===== config.mk =====
export PLATFORM = sky130hd
export DESIGN_NAME = mesi_snoop_ctl
export DESIGN_NICKNAME = d
export VERILOG_FILES = /design/src/rtl/mesi_pkg.sv /design/src/rtl/mesi_line_store.sv /design/src/rtl/mesi_snoop_resp.sv /design/src/rtl/mesi_cpu_fsm.sv /design/src/rtl/mesi_snoop_ctl.sv
export SDC_FILE = /design/constraint.sdc
export NUM_CORES = 1
export LEC_CHECK = 0
export BUFFER_PORTS_ARGS = -buffer_cell sky130_fd_sc_hd__buf_2
export CAP_MARGIN = 10
export CORE_AREA = 4 4 117 119
export CTS_CLUSTER_DIAMETER = 50
export CTS_CLUSTER_SIZE = 40
export DETAILED_ROUTE_END_ITERATION = 12
export DIE_AREA = 0 0 121 123
export SLEW_MARGIN = 20
export SYNTH_ARGS = -nofsm -noshare
export SYNTH_HDL_FRONTEND = slang
export SYNTH_SLANG_ARGS = --single-unit

===== constraint.sdc =====
create_clock -name clk -period 3.75 [get_ports clk]
set_input_delay 0.5625 -clock clk [delete_from_list [all_inputs] [get_ports clk]]
set_output_delay 0.5625 -clock clk [all_outputs]
set_load 0.02 [all_outputs]

===== src/rtl/mesi_pkg.sv =====
package mesi_pkg;

    typedef enum logic [1:0] {
        LS_INV = 2'b00,
        LS_SHR = 2'b01,
        LS_EXC = 2'b10,
        LS_MOD = 2'b11
    } line_state_e;

    typedef enum logic [1:0] {
        BOP_RD   = 2'b00,
        BOP_RDX  = 2'b01,
        BOP_UPGR = 2'b10,
        BOP_WB   = 2'b11
    } bus_op_e;

    typedef enum logic [1:0] {
        CTL_IDLE  = 2'b00,
        CTL_EVICT = 2'b01,
        CTL_FETCH = 2'b10
    } ctl_state_e;

endpackage


===== src/rtl/mesi_line_store.sv =====
module mesi_line_store
    import mesi_pkg::*;
#(
    parameter int IDX_W = 3,
    parameter int TAG_W = 3
) (
    input  logic                clk,
    input  logic                rst_n,
    input  logic [IDX_W-1:0]    a_idx,
    output logic [TAG_W-1:0]    a_tag,
    output line_state_e         a_st,
    input  logic [IDX_W-1:0]    b_idx,
    output logic [TAG_W-1:0]    b_tag,
    output line_state_e         b_st,
    input  logic                snp_we,
    input  logic [IDX_W-1:0]    snp_idx,
    input  line_state_e         snp_st,
    input  logic                cpu_we,
    input  logic [IDX_W-1:0]    cpu_idx,
    input  logic [TAG_W-1:0]    cpu_tag,
    input  line_state_e         cpu_st
);
    localparam int LINES = 1 << IDX_W;

    line_state_e        st_q  [LINES];
    logic [TAG_W-1:0]   tag_q [LINES];

    for (genvar g = 0; g < LINES; g++) begin : g_line
        line_state_e        st_r;
        logic [TAG_W-1:0]   tag_r;

        // Snoop updates win over processor updates to the same slot.
        always_ff @(posedge clk) begin
            if (!rst_n) begin
                st_r  <= LS_INV;
                tag_r <= '0;
            end else if (snp_we && (snp_idx == IDX_W'(g))) begin
                st_r  <= snp_st;
            end else if (cpu_we && (cpu_idx == IDX_W'(g))) begin
                st_r  <= cpu_st;
                tag_r <= cpu_tag;
            end
        end

        assign st_q[g]  = st_r;
        assign tag_q[g] = tag_r;
    end

    assign a_tag = tag_q[a_idx];
    assign a_st  = st_q[a_idx];
    assign b_tag = tag_q[b_idx];
    assign b_st  = st_q[b_idx];

endmodule


===== src/rtl/mesi_snoop_resp.sv =====
module mesi_snoop_resp
    import mesi_pkg::*;
#(
    parameter int TAG_W = 3
) (
    input  logic                snp_valid,
    input  logic                snp_excl,
    input  logic [TAG_W-1:0]    snp_tag,
    input  logic [TAG_W-1:0]    line_tag,
    input  line_state_e         line_st,
    output logic                hit,
    output logic                shared,
    output logic                wb,
    output logic                supply,
    output line_state_e         next_st
);
    always_comb begin
        hit     = snp_valid && (line_st != LS_INV) && (line_tag == snp_tag);
        shared  = 1'b0;
        wb      = 1'b0;
        supply  = 1'b0;
        next_st = line_st;
        if (hit) begin
            if (snp_excl) begin
                wb      = (line_st == LS_MOD);
                next_st = LS_INV;
            end else begin
                shared  = 1'b1;
                wb      = (line_st == LS_MOD);
                supply  = (line_st == LS_MOD);
                next_st = LS_SHR;
            end
        end
    end

endmodule


===== src/rtl/mesi_cpu_fsm.sv =====
module mesi_cpu_fsm
    import mesi_pkg::*;
#(
    parameter int IDX_W = 3,
    parameter int TAG_W = 3
) (
    input  logic                clk,
    input  logic                rst_n,
    input  logic                cpu_valid,
    input  logic                cpu_write,
    input  logic [TAG_W-1:0]    cpu_tag,
    input  logic [IDX_W-1:0]    cpu_idx,
    input  logic [TAG_W-1:0]    line_tag,
    input  line_state_e         line_st,
    input  logic                snp_valid,
    input  logic [IDX_W-1:0]    snp_idx,
    input  logic                bus_done,
    input  logic                bus_shared,
    output logic                cpu_done,
    output logic                bus_req_valid,
    output bus_op_e             bus_req_op,
    output logic [TAG_W-1:0]    bus_req_tag,
    output logic [IDX_W-1:0]    bus_req_idx,
    output logic                upd_we,
    output logic [IDX_W-1:0]    upd_idx,
    output logic [TAG_W-1:0]    upd_tag,
    output line_state_e         upd_st
);
    ctl_state_e         state_q, state_d;
    bus_op_e            op_q, op_d;
    logic [TAG_W-1:0]   tag_q, tag_d;
    logic [IDX_W-1:0]   idx_q, idx_d;

    logic hit, clash_idle, clash_wait;

    assign hit        = (line_st != LS_INV) && (line_tag == cpu_tag);
    assign clash_idle = snp_valid && (snp_idx == cpu_idx);
    assign clash_wait = snp_valid && (snp_idx == idx_q);

    always_ff @(posedge clk) begin
        if (!rst_n) begin
            state_q <= CTL_IDLE;
            op_q    <= BOP_RD;
            tag_q   <= '0;
            idx_q   <= '0;
        end else begin
            state_q <= state_d;
            op_q    <= op_d;
            tag_q   <= tag_d;
            idx_q   <= idx_d;
        end
    end

    always_comb begin
        state_d  = state_q;
        op_d     = op_q;
        tag_d    = tag_q;
        idx_d    = idx_q;
        cpu_done = 1'b0;
        upd_we   = 1'b0;
        upd_idx  = idx_q;
        upd_tag  = tag_q;
        upd_st   = LS_INV;
        unique case (state_q)
            CTL_IDLE: begin
                if (cpu_valid && !clash_idle) begin
                    idx_d = cpu_idx;
                    if (hit && (!cpu_write || (line_st != LS_SHR))) begin
                        cpu_done = 1'b1;
                        if (cpu_write && (line_st == LS_EXC)) begin
                            upd_we  = 1'b1;
                            upd_idx = cpu_idx;
                            upd_tag = cpu_tag;
                            upd_st  = LS_MOD;
                        end
                    end else if (hit) begin
                        state_d = CTL_FETCH;
                        op_d    = BOP_UPGR;
                        tag_d   = cpu_tag;
                    end else if (line_st == LS_MOD) begin
                        state_d = CTL_EVICT;
                        op_d    = BOP_WB;
                        tag_d   = line_tag;
                    end else begin
                        state_d = CTL_FETCH;
                        op_d    = cpu_write ? BOP_RDX : BOP_RD;
                        tag_d   = cpu_tag;
                    end
                end
            end
            CTL_EVICT, CTL_FETCH: begin
                if (clash_wait) begin
                    state_d = CTL_IDLE;
                end else if (bus_done) begin
                    state_d = CTL_IDLE;
                    upd_we  = 1'b1;
                    unique case (op_q)
                        BOP_WB:  upd_st = LS_INV;
                        BOP_RD:  upd_st = bus_shared ? LS_SHR : LS_EXC;
                        default: upd_st = LS_MOD;
                    endcase
                end
            end
            default: state_d = CTL_IDLE;
        endcase
    end

    assign bus_req_valid = (state_q != CTL_IDLE);
    assign bus_req_op    = op_q;
    assign bus_req_tag   = tag_q;
    assign bus_req_idx   = idx_q;

endmodule


===== src/rtl/mesi_snoop_ctl.sv =====
module mesi_snoop_ctl
    import mesi_pkg::*;
#(
    parameter int ADDR_W = 6,
    parameter int IDX_W  = 3
) (
    input  logic                clk,
    input  logic                rst_n,
    input  logic                cpu_valid,
    input  logic                cpu_write,
    input  logic [ADDR_W-1:0]   cpu_addr,
    output logic                cpu_done,
    output logic                bus_req_valid,
    output logic [1:0]          bus_req_op,
    output logic [ADDR_W-1:0]   bus_req_addr,
    input  logic                bus_done,
    input  logic                bus_shared,
    input  logic                snp_valid,
    input  logic                snp_excl,
    input  logic [ADDR_W-1:0]   snp_addr,
    output logic                snp_shared,
    output logic                snp_wb,
    output logic                snp_supply
);
    localparam int TAG_W = ADDR_W - IDX_W;

    logic [IDX_W-1:0]   cpu_idx, snp_idx, req_idx, upd_idx;
    logic [TAG_W-1:0]   cpu_tag, snp_tag, req_tag, upd_tag;
    logic [TAG_W-1:0]   a_tag, b_tag;
    line_state_e        a_st, b_st, snp_next, upd_st;
    bus_op_e            req_op;
    logic               snp_hit, upd_we;

    assign cpu_idx = cpu_addr[IDX_W-1:0];
    assign cpu_tag = cpu_addr[ADDR_W-1:IDX_W];
    assign snp_idx = snp_addr[IDX_W-1:0];
    assign snp_tag = snp_addr[ADDR_W-1:IDX_W];

    mesi_line_store #(.IDX_W(IDX_W), .TAG_W(TAG_W)) store_i (
        .clk     (clk),
        .rst_n   (rst_n),
        .a_idx   (cpu_idx),
        .a_tag   (a_tag),
        .a_st    (a_st),
        .b_idx   (snp_idx),
        .b_tag   (b_tag),
        .b_st    (b_st),
        .snp_we  (snp_hit),
        .snp_idx (snp_idx),
        .snp_st  (snp_next),
        .cpu_we  (upd_we),
        .cpu_idx (upd_idx),
        .cpu_tag (upd_tag),
        .cpu_st  (upd_st)
    );

    mesi_snoop_resp #(.TAG_W(TAG_W)) snoop_i (
        .snp_valid (snp_valid),
        .snp_excl  (snp_excl),
        .snp_tag   (snp_tag),
        .line_tag  (b_tag),
        .line_st   (b_st),
        .hit       (snp_hit),
        .shared    (snp_shared),
        .wb        (snp_wb),
        .supply    (snp_supply),
        .next_st   (snp_next)
    );

    mesi_cpu_fsm #(.IDX_W(IDX_W), .TAG_W(TAG_W)) fsm_i (
        .clk           (clk),
        .rst_n         (rst_n),
        .cpu_valid     (cpu_valid),
        .cpu_write     (cpu_write),
        .cpu_tag       (cpu_tag),
        .cpu_idx       (cpu_idx),
        .line_tag      (a_tag),
        .line_st       (a_st),
        .snp_valid     (snp_valid),
        .snp_idx       (snp_idx),
        .bus_done      (bus_done),
        .bus_shared    (bus_shared),
        .cpu_done      (cpu_done),
        .bus_req_valid (bus_req_valid),
        .bus_req_op    (req_op),
        .bus_req_tag   (req_tag),
        .bus_req_idx   (req_idx),
        .upd_we        (upd_we),
        .upd_idx       (upd_idx),
        .upd_tag       (upd_tag),
        .upd_st        (upd_st)
    );

    assign bus_req_op   = req_op;
    assign bus_req_addr = {req_tag, req_idx};

endmodule


# After elaboration in Yosys (flattened, before gate mapping)
# Cells that the tools add are included.
# totals
regBits	50
out_inout_bits	13
word_cells	187
# op_classes
order_cmp	2
n_eq_ne	28
n_mux	72
bitwise_logic	11
n_reduce_logical	54
# op_table
operator	n
$mux 2	35
$mux 3	14
$eq 3x3->1 const B	8
$logic_and 1x1->1	24
$reduce_bool 2->1	11
$bmux 3 s3	2
$reduce_and 2->1	9
$mux 1	15
$bmux 2 s3	2
$eq 3x2->1 const B	4
$eq 3x3->1	4
$pmux 2 s2	3
$eq 2x2->1 const B	5
$not 1->1	9
$ge 4x4->1 const B	2
$not 3->4	2
$eq 3x1->1 const B	2
$logic_not 3->1	2
$reduce_and 3->1	2
$logic_not 2->1	2
$ne 2x1->1 const B	2
$ne 3x2->1 const B	1
$eq 2x1->1 const B	1
$logic_not 1->1	2
other kinds (4)	4

# Depth between registers and ports, before layout
# Gate-level depths: netlist of the first run.
# depth
word_depth	14
depth_mapped	12
mapped_depth_nobuf	9

# Hierarchy
# Synthesis of the first run repeated with hierarchy kept, for this count alone.
# hier_totals
cells_unflattened	369
hier_area_um2	3384.5
# by_module_without_submodules
module	n_inst	cells_per_inst	area_each_um2
mesi_line_store	1	260	2543.7
mesi_cpu_fsm	1	93	744.5
mesi_snoop_resp	1	16	96.3

# Least setup slack after synthesis of the first run
# Ideal clock, no wire load.
# synth_timing
kind	input to output
start	input cpu_addr[0]
end	output cpu_done
arrival_time_ns	2.693
required_ns	3.188
slack_ns	0.494
cell_stages	11
cell_sequence	buf_6 > buf_6 > mux4_2 > mux2i_1 > xor2_1 > and4_1 > buf_6 > buf_4 > buf_6 > nand2_1 > nor2_1
# synth_via
elab_chain_cells	10
word_cells_on_any_way	20
classes_between	eq/ne: 3; mux: 9; bitwise: 1; reduce/logical: 7
# synth_lines
item	line	text
from (decl)	mesi_snoop_ctl.sv:11	input logic [ADDR_W-1:0] cpu_addr,
$not 3->4 (not written as such)	mesi_line_store.sv:49, mesi_line_store.sv:50	
$bmux 3 s3 / $bmux 2 s3 (equally long branches)	mesi_line_store.sv:49, mesi_line_store.sv:50	
$mux 3 (not written as such) / $mux 2 (equally long branches) (2 in a row)	mesi_line_store.sv:49, mesi_line_store.sv:50	
$eq 3x3->1, or another cell as far along	mesi_cpu_fsm.sv:36	assign hit = (line_st != LS_INV) && (line_tag == cpu_tag);
$logic_and 1x1->1 / $logic_or 1x1->1 (equally long branches)	mesi_cpu_fsm.sv:36, mesi_cpu_fsm.sv:68	
$logic_and 1x1->1	mesi_cpu_fsm.sv:68	if (hit && (!cpu_write || (line_st != LS_SHR))) begin
$mux 1	mesi_cpu_fsm.sv:68	
$mux 1 *	mesi_cpu_fsm.sv:66	if (cpu_valid && !clash_idle) begin
$mux 1 *	mesi_cpu_fsm.sv:64	unique case (state_q)
to (decl)	mesi_snoop_ctl.sv:12	output logic cpu_done,
# Every way passes the cells marked *; elsewhere a longest branch is shown, timed or not. The select of a mux whose other input is x is not followed.

# Worst setup path in the final report of the first run
# Ends and elaborated chain as after synthesis.

==> metrics, run 1 <==
post-CTS sizing 0; clk_lat worst skew 0.29 ns; Clock power frac 37.2%; post-cts hold buffer count 0; FF-to-FF path depth 8; share of cells above drive strength 1 19.6%; hold crit path type reg2reg; RR Endpoint store_i.g_line[6].tag_r[2]; Pwr Density about 290 nW/um^2; placed insts 608; synth top area cells dfxtp_1 27%, mux2i_1 8.3%, or3_1 7.6%; most used cell, CP buf_2; syn_nets around 440; drt wl/cell 20.2 um; CP Max Fanout 14; grt total ovfl 0; synthesized area 3730 um^2; CTS tree yes; die area 14900 um^2; P_leak 1.50 nW; Antenna Violating Nets Remaining 0; status complete, no violations; number of synthesized register bits 50; Seq/Total Area, Yosys 26.9%; Vias 3615; Post-synth top flop dfxtp_1; worst vdd ir 224 uV; part of the cycle the worst path needs 93.4%; Clk pin slew, worst setup/hold paths 0.06 ns; post-route cell area between 4000 and 5000 um^2; Longest Clk Path Bufs 2; clock root buffer clkbuf_16; First DRT Iteration DRCs 307; r2r startpoint store_i.g_line[7].tag_r[0]; initial antenna violation count 0; Synth top area share 26.9%; critical path class in2out; cell taking the most area after synthesis dfxtp_1; Worst Tran Pin Value 0.584 ns; largest net degree at the start of global routing 30; Worst Path Arrival 2.94 ns; area of placed instances around 4000 um^2; post-route minimum period 3.50 ns; fraction of power consumed by sequential logic between 40% and 50%; reg2reg setup slack 0.75 ns; vias in the first global route 3519; Port-buffer cells 32; area delta synth->final 11.9%; Antenna diodes 0; # rows between 40 and 50; Max Clock Skew 0.0103 ns; CP max-delay cell mux4_2; crit path capture type primary output; RSZ-0062 raised after global routing false; WL final 12500 um; switch share just under 30%; vias per cell roughly 5.9; clock sink count 50; total CTS buffers 5; number of synthesized flops with an enable pin 0; Synth Instances 422; Final HPWL DP 9480 um; CP startpoint cpu_addr[0]; final setup violation count 0; Tot GR Track Use 16.7%; H-tree levels 2; Final nets 465; Final GP Congestion 0.918; Comb pwr share about 17%; drt first pass iters 5; Post-synth ARST share 0%; required time worst endpoint 3.19 ns; crit path to cpu_done; share of the core filled with cells 33.2%; average size of a mapped cell 8.83 um^2; Sum Neg Setup Slack 0 ns; Tot Pwr about 0.0012 W; hold violation count in the final report 0; Yosys cell types 58; setup bufs post-CTS 0; core area 12600 um^2; DRC viols 0; Die H between 100 and 150 um; crit-path max cell delay between 0.5 and 0.6 ns; NetSw 0.000358 W; Starting Density 29.7%; first-pass GRT wire length 19600 um; Layout Cells excl Fill about 620; Max Cap Viol 0; IO Count 33; Slew HR roughly three fifths; pins over their slew limit 0; Startpoint Class primary input; P_int 0.000863 W; CP cell instances buf_2 > mux4_2 > mux2i_1 > xor2_1 > and4_1 > nand2_1 > nor2_1 > buf_2; fmax 286 MHz; synth warn 0; Die Width 121 um
[cells in the final DEF (no fill, tap or decap), types with 4 or more instances in the layout]
cell type / count
dfxtp_1: 50
or3_1: 45
nand2_1: 33
buf_2: 32
mux2i_1: 31
nor2_1: 23
o2111a_1: 18
o211ai_1: 14
buf_4: 14
nand3_1: 13
a21oi_1: 13
mux4_2: 12
inv_1: 9
nor3_1: 9
nand4_1: 8
and3_1: 8
a211oi_1: 8
o21ai_0: 7
nor2b_1: 7
or2_2: 7
xnor2_1: 6
a22oi_1: 6
clkbuf_16: 5
nand2b_1: 4
mux2i_2: 4
[power by group through the flow]
stage | logic (W) | clock network (W) | registers (W)
finish | 0.000203 | 0.000454 | 0.000564
global route | 0.000223 | 0.000478 | 0.000565
CTS | 0.000203 | 0.000460 | 0.000563
detailed placement | 0.000201 | 0 | 0.000576
global placement | 0.000199 | 0 | 0.000575
floorplan | 0.000138 | 0 | 0.000573
[metrics by stage]
stage	hold slack (ns)	worst slack, ns
global route	0.519	0.0741
global placement	0.478	0.251
CTS	0.489	0.240
detailed placement	0.480	0.159
floorplan	0.442	0.494
finish	0.485	0.248
[worst min path at each step]
stage	slack [ns]	startpoint	endpoint	cells past startpoint
floorplan	0.44	store_i.g_line[0].st_r[1]	store_i.g_line[0].st_r[1]	2
global placement	0.48	store_i.g_line[7].st_r[1]	store_i.g_line[7].st_r[1]	2
detailed placement	0.48	store_i.g_line[7].st_r[1]	store_i.g_line[7].st_r[1]	2
CTS	0.49	store_i.g_line[7].st_r[1]	store_i.g_line[7].st_r[1]	2
global route	0.52	store_i.g_line[7].st_r[1]	store_i.g_line[7].st_r[1]	2
finish	0.48	store_i.g_line[7].st_r[1]	store_i.g_line[7].st_r[1]	2
[metal layers]
metal	vias to the layer above	track usage, %	part of all wire, %
li1	1674	-	-
met1	1718	21.9	42
met2	188	27.6	47
met3	35	3.71	8.2
met4	0	4.89	2.9
met5	-	0	0
[critical path: cells and delay by family]
family                    cells  cell delay [ns]
buffers and inverters         2             0.52
xor gates and xnor gates      1             0.25
muxes                         2             0.84
and+or+nand+nor               3             0.75
[synthesized netlist by cell type, types with 4 or more instances]
library cell,number
o2111a_1,18
clkbuf_1,13
nand2b_1,4
and3_1,8
nand4_1,8
buf_6,6
mux4_2,12
nor3_1,9
a22oi_1,6
dfxtp_1,50
mux2i_1,31
mux2i_2,4
nor2_1,23
nand2_1,33
buf_4,5
or2_2,7
buf_2,7
o211ai_1,14
a211oi_1,8
inv_1,9
a21oi_1,13
nor2b_1,7
or3_1,45
xnor2_1,6
nand3_1,13
o21ai_0,7
[registers in the layout (all words and copies together), names as in the netlist]
name and count:
fsm_i.bus_req_op 2, fsm_i.bus_req_idx 3, store_i.g_line.tag_r 24, fsm_i.state_q 2, fsm_i.bus_req_tag 3, store_i.g_line.st_r 16
[layout make-up]
type | count | area (um^2)
sequential | 50 | 1000
clock buffer | 5 | 125
fill | 1300 | 8400
inverter | 9 | 33.8
timing repair buffer | 47 | 285
clock inverter | 2 | 13.8
multi-input combinational | 330 | 2500
tap | 172 | 215
[logic make-up (layout without fill, tap and decap cells)]
logic type	count (synthesis)	after routing	share of synthesized area, %
AO/OA/AOI/OAI	99	99	21.6
AND/OR/NAND/NOR	172	172	25.2
adder cells (fa/ha/maj)	2	2	0.671
flip-flops	50	50	26.9
buffers and inverters	42	63	6.18
XOR/XNOR	8	8	1.88
multiplexers	49	49	17.7
Power figures use the tool's default switching activity.
==> run 2, diff against run 1 <==
- CORE_AREA: 4 4 117 119 -> 4 4 97 99
- DIE_AREA: 0 0 121 123 -> 0 0 101 103
==> run 2 against run 1 <==
Utilization increased by 13 points. Critical path type unchanged. Critical endpoint unchanged. Sequential share of layout area increased by 1.1 points. Routed wire length decreased by 3.7%. Non-clock buffer count shrank 4. Sequential cell count is the same. First-iteration DRC count is 30% lower.
==> metrics, run 2 (same netlist as run 1, synthesis figures left out) <==
status complete, no violations; IO Count 33 (unchanged); Vias 3490 (-3.5%); hold crit path type reg2reg; Starting Density 43.6% (+14 points); Slew HR 64.3% (+3.2 points); Largest regs store_i.g_line.tag_r: 24 flops, store_i.g_line.st_r: 16 flops; Clock power frac 29.1% (-8.1 points); largest net degree at the start of global routing 46 (+53%); Worst Path Arrival 2.90 ns (-0.04 ns); Tot GR Track Use 23.6% (+6.9 points); share of cells above drive strength 1 18.9% (-0.73 points); Layout Cells excl Fill 547 (-11%); WL final 12000 um (-3.7%); post-route cell area 3990 um^2 (-4.4%); RSZ-0062 raised after global routing false; crit path capture type primary output; # fillers 846 (-35%); Longest Clk Path Bufs 2 (unchanged); drt wl/cell 21.9 um (+8.3%); commonest non-fill, non-tap cells in the layout 50 x dfxtp_1, 45 x or3_1, 33 x nand2_1; required time worst endpoint 3.19 ns (about the same); FF-to-FF path depth 8 (unchanged); vias in the first global route 3374 (-4.1%); clock sink count 50 (unchanged); Max Clock Skew 0.0102 ns (-0.0000869 ns); Worst Tran Pin Value 0.533 ns (-0.0509 ns); CTS tree yes; area of placed instances 3910 um^2 (-3.0%); P_leak 1.45 nW (-3.2%); critical path class in2out; Max Cap Viol 0 (unchanged); Top reg by flops store_i.g_line.tag_r; grt total ovfl 0 (unchanged); post-CTS sizing 0 (unchanged); vias per cell 6.38 (+8.5%); share of the core filled with cells 46.6% (+13 points); Final HPWL DP 9060 um (-4.4%); pre-CTS setup slack 0.172 ns (+0.0132 ns); Final nets 461 (-0.86%); die area 10400 um^2 (-30%); Die H 103 um (-16%); Comb pwr share 18.4% (+1.7 points); hold violation count in the final report 0 (unchanged); Antenna diodes 0 (unchanged); First DRT Iteration DRCs 216 (-30%); setup bufs post-CTS 0 (unchanged); Clk pin slew, worst setup/hold paths 0.09 ns (+0.03 ns); core area 8550 um^2 (-32%); clock root buffer clkbuf_8; hold depth 2 (unchanged); P_int 0.000741 W (-14%); first-pass GRT wire length 18900 um (-3.4%); final setup margin 0.289 ns (+0.0409 ns); worst vdd ir 125 uV (-44%); clk_lat worst skew 0.31 ns (+0.02 ns); part of the cycle the worst path needs 92.3% (-1.1 points); drt first pass iters 5 (unchanged); commonest non-fill, non-tap cell in the layout dfxtp_1; CP Max Fanout 23 (+9); NetSw 0.000333 W (-6.8%); area delta synth->final 6.98%; fmax 289 MHz (+1.2%); Final GP Congestion 0.923 (+0.58%); Startpoint Class primary input; switch share 31.0% (+1.7 points); Pwr Density 269 nW/um^2 (-7.9%); initial antenna violation count 0 (unchanged); Port-buffer cells 32 (unchanged); H-tree levels 2 (unchanged); Largest register FFs 24 (unchanged); placed insts 540 (-11%); Antenna Violating Nets Remaining 0 (unchanged); pins over their slew limit 0 (unchanged); Sum Neg Setup Slack 0 ns (unchanged); post-route minimum period 3.46 ns (-0.0409 ns); final setup violation count 0 (unchanged); fraction of power consumed by sequential logic 52.4% (+6.2 points); total CTS buffers 5 (unchanged); Die Width 101 um (-17%); # rows 34 (-17%); DRC viols 0 (unchanged); post-cts hold buffer count 0 (unchanged)
==> run 2: changes by cell type in the layout (fill, tap and decap cells not counted), sizes merged <==
cell | previous run | this run
buf | 47 | 43
clkinv | 1 | 2
inv | 10 | 9
==> run 2: metal layers <==
metal  GRT usage, %  part of all wire [%]  routed length [um]  vias up
met1           32.6                    44                5270     1677
li1               -                     -                   -     1657
met5              0                     0                   0        -
met3           3.92                   7.1                 846       20
met2           37.4                    47                5600      136
met4           7.98                   2.2                 269        0
==> run 2: stage by stage <==
step                      hold WS (ns)  power [W]
after floorplan                  0.442   0.000711
after global placement           0.480   0.000771
after detailed placement         0.492   0.000771
after CTS                        0.507    0.00108
after global routing             0.539    0.00112
final                            0.501    0.00107
==> run 2: path summary, 6_finish.rpt <==
path	slack, ns	to	startpoint
setup / recovery	0.29	cpu_done	cpu_addr[0]
hold / removal	0.50	store_i.g_line[7].st_r[1]	store_i.g_line[7].st_r[1]
setup reg to reg	0.80	store_i.g_line[6].st_r[1]	store_i.g_line[6].tag_r[0]
hold reg to reg	0.50	store_i.g_line[7].st_r[1]	store_i.g_line[7].st_r[1]
==> run 2: area by class of cell <==
cell class	instances	area, um^2	share of cell area, %
Timing Repair Buffer	43	243	6.09
Clock inverter	2	10.0	0.251
Inverter	9	33.8	0.847
Tap cell	108	135	3.39
Sequential cell	50	1000	25.1
Clock buffer	5	68.8	1.73
Multi-Input combinational cell	330	2500	62.6
==> run 2: worst max-delay path, stage by stage <==
cell,delay [ns]
buf_2,0.33
mux4_2,0.56
mux2i_1,0.28
xor2_1,0.26
and4_1,0.21
buf_4,0.27
nand2_1,0.13
nor2_1,0.12
buf_2,0.18
==> run 2: power by group through the flow <==
stage               combinational, W  sequential [W]  clock [W]
floorplan                   0.000138        0.000573          0
global placement            0.000196        0.000575          0
detailed placement          0.000196        0.000575          0
CTS                         0.000197        0.000563   0.000319
global route                0.000217        0.000565   0.000338
finish                      0.000198        0.000564   0.000313
